## src/rtl/rts_pkg.sv

```systemverilog
package rts_pkg;
   typedef enum logic {
      PH_FIRST  = 1'b0,
      PH_SECOND = 1'b1
   } phase_t;

   typedef struct packed {
      logic fwd;
      logic drop;
   } verdict_t;
endpackage

```

## src/rtl/rts_copy_check.sv

```systemverilog
module rts_copy_check #(
   parameter int DATA_W  = 32,
   parameter int GROUP_W = 8
) (
   input  logic [DATA_W-1:0] data,
   input  logic              par,
   input  logic              code_err,
   output logic              bad
);
   localparam int NGRP  = (DATA_W + GROUP_W - 1) / GROUP_W;
   localparam int PAD_W = NGRP * GROUP_W;

   initial begin
      if (DATA_W < 1)  $error("rts_copy_check: DATA_W must be at least 1");
      if (GROUP_W < 1) $error("rts_copy_check: GROUP_W must be at least 1");
   end

   logic [PAD_W-1:0] padded;
   logic [NGRP-1:0]  grp_par;

   always_comb begin
      padded = '0;
      padded[DATA_W-1:0] = data;
   end

   // balanced parity tree: one XOR group per slice
   for (genvar g = 0; g < NGRP; g++) begin : g_grp
      assign grp_par[g] = ^padded[g*GROUP_W +: GROUP_W];
   end

   assign bad = code_err | ((^grp_par) ^ par);
endmodule

```

## src/rtl/rts_pair_fsm.sv

```systemverilog
module rts_pair_fsm
   import rts_pkg::*;
(
   input  logic     clk,
   input  logic     rst_n,
   input  logic     redund_en,
   input  logic     beat_valid,
   input  logic     beat_bad,
   output verdict_t verdict
);
   phase_t phase_q;
   logic   first_ok_q;

   always_comb begin
      verdict = '0;
      if (!redund_en) begin
         verdict.fwd  = beat_valid & ~beat_bad;
         verdict.drop = beat_valid &  beat_bad;
      end else if (phase_q == PH_FIRST) begin
         verdict.fwd  = beat_valid & ~beat_bad;
      end else begin
         verdict.fwd  = beat_valid & ~first_ok_q & ~beat_bad;
         verdict.drop = beat_valid & ~first_ok_q &  beat_bad;
      end
   end

   always_ff @(posedge clk) begin
      if (!rst_n) begin
         phase_q    <= PH_FIRST;
         first_ok_q <= 1'b0;
      end else if (!redund_en) begin
         phase_q    <= PH_FIRST;
         first_ok_q <= 1'b0;
      end else if (beat_valid) begin
         if (phase_q == PH_FIRST) begin
            phase_q    <= PH_SECOND;
            first_ok_q <= ~beat_bad;
         end else begin
            phase_q    <= PH_FIRST;
            first_ok_q <= 1'b0;
         end
      end
   end

   // idle cycles leave the pairing untouched
   a_r9_idle_hold: assert property (@(posedge clk) disable iff (!rst_n)
      (redund_en && !beat_valid) |=> $stable(phase_q));

   // a first copy never discards a transfer on its own
   a_r3_first_no_drop: assert property (@(posedge clk) disable iff (!rst_n)
      (redund_en && phase_q == PH_FIRST) |-> !verdict.drop);
endmodule

```

## src/rtl/rts_sat_count.sv

```systemverilog
module rts_sat_count #(
   parameter int CNT_W    = 16,
   parameter bit SATURATE = 1'b1
) (
   input  logic             clk,
   input  logic             rst_n,
   input  logic             inc,
   output logic [CNT_W-1:0] count
);
   localparam logic [CNT_W-1:0] CNT_MAX = {CNT_W{1'b1}};

   initial begin
      if (CNT_W < 1 || CNT_W > 32) $error("rts_sat_count: CNT_W out of range");
   end

   logic [CNT_W-1:0] cnt_q;

   if (SATURATE) begin : g_sat
      always_ff @(posedge clk) begin
         if (!rst_n)                      cnt_q <= '0;
         else if (inc && cnt_q != CNT_MAX) cnt_q <= cnt_q + 1'b1;
      end
   end else begin : g_wrap
      always_ff @(posedge clk) begin
         if (!rst_n)   cnt_q <= '0;
         else if (inc) cnt_q <= cnt_q + 1'b1;
      end
   end

   assign count = cnt_q;

   // the count only ever steps by one
   a_r8_count_step: assert property (@(posedge clk) disable iff (!rst_n)
      (cnt_q != $past(cnt_q)) |-> (cnt_q == $past(cnt_q) + 1'b1 || !SATURATE));

   // a saturated count holds
   a_r8_hold_sat: assert property (@(posedge clk) disable iff (!rst_n)
      (SATURATE && cnt_q == CNT_MAX) |=> cnt_q == CNT_MAX);
endmodule

```

## src/rtl/redundant_xfer_sel.sv

```systemverilog
module redundant_xfer_sel
   import rts_pkg::*;
#(
   parameter int DATA_W  = 32,
   parameter int GROUP_W = 8,
   parameter int CNT_W   = 16
) (
   input  logic              clk,
   input  logic              rst_n,
   input  logic              redund_en,
   input  logic              irq_en,
   input  logic              in_valid,
   input  logic [DATA_W-1:0] in_data,
   input  logic              in_par,
   input  logic              in_code_err,
   output logic              out_valid,
   output logic [DATA_W-1:0] out_data,
   output logic              drop_evt,
   output logic              err_irq,
   output logic [CNT_W-1:0]  err_count
);
   logic     beat_bad;
   verdict_t verdict;
   logic     valid_q, drop_q, irq_q;
   logic [DATA_W-1:0] data_q;

   rts_copy_check #(.DATA_W(DATA_W), .GROUP_W(GROUP_W)) i_check (
      .data(in_data), .par(in_par), .code_err(in_code_err), .bad(beat_bad)
   );

   rts_pair_fsm i_fsm (
      .clk(clk), .rst_n(rst_n), .redund_en(redund_en),
      .beat_valid(in_valid), .beat_bad(beat_bad), .verdict(verdict)
   );

   rts_sat_count #(.CNT_W(CNT_W), .SATURATE(1'b1)) i_cnt (
      .clk(clk), .rst_n(rst_n), .inc(verdict.drop), .count(err_count)
   );

   always_ff @(posedge clk) begin
      if (!rst_n) begin
         valid_q <= 1'b0;
         drop_q  <= 1'b0;
         irq_q   <= 1'b0;
         data_q  <= '0;
      end else begin
         valid_q <= verdict.fwd;
         drop_q  <= verdict.drop;
         irq_q   <= verdict.drop & irq_en;
         if (verdict.fwd) data_q <= in_data;
      end
   end

   assign out_valid = valid_q;
   assign out_data  = data_q;
   assign drop_evt  = drop_q;
   assign err_irq   = irq_q;

   // a discard never coincides with a forwarded word
   a_r5_drop_no_out: assert property (@(posedge clk) disable iff (!rst_n)
      drop_evt |-> !out_valid);

   // an interrupt only accompanies a discard
   a_r7_irq_needs_drop: assert property (@(posedge clk) disable iff (!rst_n)
      err_irq |-> drop_evt);

   // each drop pulse is followed by a counter move unless saturated
   a_r8_count_follows: assert property (@(posedge clk) disable iff (!rst_n)
      (drop_evt && $past(err_count) != {CNT_W{1'b1}}) |-> err_count != $past(err_count));
endmodule

```

## config.mk

```make
export PLATFORM = sky130hd
export DESIGN_NAME = redundant_xfer_sel
export DESIGN_NICKNAME = d
export VERILOG_FILES = /design/src/rtl/rts_pkg.sv /design/src/rtl/rts_copy_check.sv /design/src/rtl/rts_pair_fsm.sv /design/src/rtl/rts_sat_count.sv /design/src/rtl/redundant_xfer_sel.sv
export SDC_FILE = /design/constraint.sdc
export NUM_CORES = 1
export LEC_CHECK = 0
export BUFFER_PORTS_ARGS = -buffer_cell sky130_fd_sc_hd__buf_2
export CORE_MARGIN = 2
export CORE_UTILIZATION = 54
export CTS_CLUSTER_DIAMETER = 100
export DETAILED_ROUTE_END_ITERATION = 7
export PLACE_DENSITY = 0.94
export RECOVER_POWER = 100
export SLEW_MARGIN = 20
export SYNTH_ARGS = -nofsm -noshare
export SYNTH_HDL_FRONTEND = slang
export SYNTH_SLANG_ARGS = --single-unit
export TNS_END_PERCENT = 30
```

## constraint.sdc

```tcl
create_clock -name clk -period 3.5 [get_ports clk]
set_clock_uncertainty 0.15 [all_clocks]
set_input_delay 0.35 -clock clk [delete_from_list [all_inputs] [get_ports clk]]
set_output_delay 0.35 -clock clk [all_outputs]
set_load 0.01 [all_outputs]
```

==> out/qor.csv <==
stage;metric;value;unit
worst_hold_path;whs_path_depth;3;
placed_design;dp_hpwl;4.19;mm
final_layout;multi_input_area;1470;um2
run;max_cap_violations;0;
power;max-vdd-ir-drop;388;uV
grt;grt_max_degree;79;
setup_path;rrSetupSlack;1.06;ns
clock_network;cts_num_sinks;53;
clock_network;clock_latency;0.29;ns
placed_design;gp_congestion;0.878;
setup_path;crit_path_frequent_cell;xnor2_1;
setup_path;path_cells;buf_2, xnor2_1, xnor2_1, xnor2_1, xnor3_1, mux2_4, and3_2, buf_12, mux2i_1;
power;switchingPower;550;uW
floorplan;die_h;74.1;um
sta;fin_hold_ws;0.137;ns
outcome;status;finished, final reports clean;
floorplan;initial_core_util;56.2;%
clock_network;postCtsResizedCells;0;
floorplan;dieArea;5490;um2
sta;max_freq;399;MHz
power;clkPwrFrac;20.3;%
setup_path;timing.rr.end;i_cnt.count[15]$_SDFFE_PN0P_;
routing;routed_via_density;5.19;
grt;antenna_found_initial;0;
sta;fin_crit;2.51;ns
clock_network;cts_hold_buf;0;
yosys;synth.distinct_cells;39;
grt;grt_pass1_vias;2088;
routing;avgRoutedWirePerCell;12.5;um
final_layout;fin_cells;448;
sta;slew_headroom;10.5;%
power;swShare;33.8;%
clock_network;cts_setup_buffers;0;
setup_path;worst-path-buf-inv;2;
final_layout;layout_common_cells;nand2_1, clkbuf_1, dfxtp_1;
setup_path;reg2regPathDepth;7;
yosys;synth_warnings;0;
sta;rsz0062_at_grt;false;
floorplan;rows;25;
routing;vias;2327;
grt;overflow;0;
yosys;synth_area;2650;um2
setup_path;crit_required;3.57;ns
clock_network;path_clk_slew;0.09;ns
setup_path;crit_fanout;33;
yosys;synth_seq_cells;53;
final_layout;syn_to_final_growth;17.5;%
power;power_per_cell_area;523;nW/um2
grt;grt_pass1_wl;9.17;mm
worst_hold_path;min_to;err_irq$_SDFF_PN0_;
clock_network;cts-root-buf;clkbuf_8;
setup_path;critical_path_arrival;2.58;ns
routing;postRouteWirelength;5.59;mm
floorplan;die_x;74.1;um
final_layout;antenna_cells;0;
sta;hold_viol;0;
clock_network;clockBufferDepth;2;
placed_design;portBuffers;89;
sta;setup_viol;0;
routing;drt-pass1-iter-count;4;
floorplan;core;4720;um2
power;pwr-share-comb;34.5;%
yosys;syn_nets;341;
setup_path;critPathSlowestCell;xnor3_1;
final_layout;drive_gt1_share;13.1;%
clock_network;tritoncts;built;
setup_path;worst_setup_path_start_kind;input port;
final_layout;regArea;1060;um2
final_layout;final_common_cell;nand2_1;
sta;finalSetupTns;0;ns
routing;ant_nets;0;
final_layout;nFillCells;416;
sta;fin_ws;0.994;ns
sta;period_share;71.6;%
yosys;synthCells;301;
power;p_int;1.08;mW
sta;drv_slew;0;
clock_network;numCtsBuffers;5;
setup_path;critPathTopFamily;XOR/XNOR gates;
placed_design;numPlacedInstances;440;
setup_path;critPathKind;in -> reg;
sta;tightest_slew;1.34;ns
setup_path;end_kind;register;
yosys;syn_area_per_cell;8.81;um2
power;p_leak;1.15;nW
power;seqPwrFrac;45.3;%
setup_path;max_stage_delay;0.43;ns
final_layout;finalNetCount;420;
clock_network;h-tree-depth;2;
yosys;yosysSeqAreaShare;40.0;%
power;finalPower;1.63;mW
worst_hold_path;min-delay-start;irq_en;
routing;drt_iter0_markers;110;
floorplan;io_pins;90;
worst_hold_path;hold_class;in -> reg;
setup_path;reg2reg_from;i_cnt.count[0]$_SDFFE_PN0P_;
placed_design;place_ws;0.621;ns
grt;track_usage;21.1;%
routing;drc;0;
==> worst register-to-register path, stage by stage, from the launching register on <==
cell and delay, ns:
dfxtp_1 0.37, ha_1 0.25, nand3_1 0.20, or3_1 0.23, nand4_1 0.16, or4_1 0.53, or4_1 0.41, nand2_1 0.08
==> power by group through the flow <==
| stage | Clock (mW) | Combinational [mW] | Sequential (mW) |
|---|---|---|---|
| floorplan | 0 | 0.419 | 0.784 |
| global placement | 0 | 0.578 | 0.745 |
| detailed placement | 0 | 0.596 | 0.747 |
| CTS | 0.338 | 0.595 | 0.736 |
| global route | 0.369 | 0.616 | 0.747 |
| finish | 0.331 | 0.562 | 0.738 |
==> how the worst max path moves through the flow <==
stage          slack [ns]         from                      endpoint  cells after the start
2_1_floorplan        0.98  in_data[10]  i_cnt.count[11]$_SDFFE_PN0P_                     10
3_3_place_gp         0.69   in_data[0]          out_valid$_SDFF_PN0_                      9
3_5_place_dp         0.62  in_data[30]     out_data[23]$_SDFFE_PN0P_                      9
4_1_cts              0.93  in_data[30]     out_data[23]$_SDFFE_PN0P_                      9
5_1_grt              0.82  in_data[30]     out_data[18]$_SDFFE_PN0P_                      9
6_report             0.99   in_data[0]     out_data[23]$_SDFFE_PN0P_                      9
==> layer usage <==
| metal | up-vias | track usage (%) | routed length (um) |
|---|---|---|---|
| met5 | - | 0 | 0 |
| li1 | 1180 | - | - |
| met2 | 79 | 36.1 | 2800 |
| met4 | 0 | 5.25 | 34 |
| met3 | 5 | 5.28 | 373 |
| met1 | 1063 | 26.6 | 2390 |
==> cell families after synthesis <==
family | after synthesis | share of synthesized area (%)
AO/OA/AOI/OAI | 23 | 5.33
XOR/XNOR | 30 | 11.3
adder cells (fa/ha/maj) | 1 | 0.472
buffers and inverters | 23 | 4.29
flip-flops | 53 | 40.0
multiplexers | 38 | 14.5
AND/OR/NAND/NOR | 133 | 24.1
==> flip-flops by register name, indices dropped and copies added (netlist names) <==
name and count:
drop_evt 1, err_irq 1, i_fsm.phase_q 1, out_valid 1, i_cnt.count 16, out_data 32, i_fsm.first_ok_q 1
==> final cells by class <==
class,instances,share of cell area (%)
clock buffers,7,2.45
clock inverters,1,0.241
inverters,4,0.482
multi-input cells,225,47.1
flip-flops and latches,53,34.1
well taps,67,2.69
repair buffers,91,13.0
==> synth_stat cells <==
cell | n | area share, %
buf_4 | 3 | 0.85
or2_1 | 1 | 0.24
nor4b_2 | 1 | 0.57
and4_1 | 2 | 0.66
and2b_2 | 1 | 0.33
o21ai_1 | 2 | 0.38
ha_1 | 1 | 0.47
o21ai_0 | 2 | 0.38
xnor3_2 | 1 | 0.90
nand3_1 | 13 | 2.5
nand2_1 | 77 | 11
o211ai_1 | 1 | 0.28
nor2_1 | 8 | 1.1
nor4_2 | 1 | 0.47
and3_1 | 4 | 0.94
mux2i_1 | 37 | 14
xnor2_1 | 25 | 8.3
nor3b_1 | 1 | 0.28
clkbuf_1 | 13 | 1.8
o211a_1 | 1 | 0.38
xnor3_1 | 1 | 0.85
nor3_1 | 1 | 0.19
xnor2_2 | 1 | 0.61
mux2_4 | 1 | 0.57
buf_2 | 1 | 0.19
or4b_1 | 1 | 0.38
or3_1 | 4 | 0.94
or4_1 | 8 | 2.3
o41ai_1 | 1 | 0.33
buf_6 | 2 | 0.85
inv_1 | 4 | 0.57
and2_1 | 2 | 0.47
nor4_1 | 1 | 0.24
xor2_1 | 2 | 0.66
a21oi_1 | 10 | 1.9
dfxtp_1 | 53 | 40
nand2b_1 | 4 | 0.94
o31ai_1 | 6 | 1.7
nand4_1 | 3 | 0.71
==> per-stage QoR <==
step / util [%] / area, um2
after floorplan: - / 2650
after global placement: 65.9 / 3110
after global routing: 66.0 / 3120
final: 66.0 / 3120
after detailed placement: 65.9 / 3110
after CTS: 67.7 / 3200
Note: power is estimated with default switching activity, not from simulation.
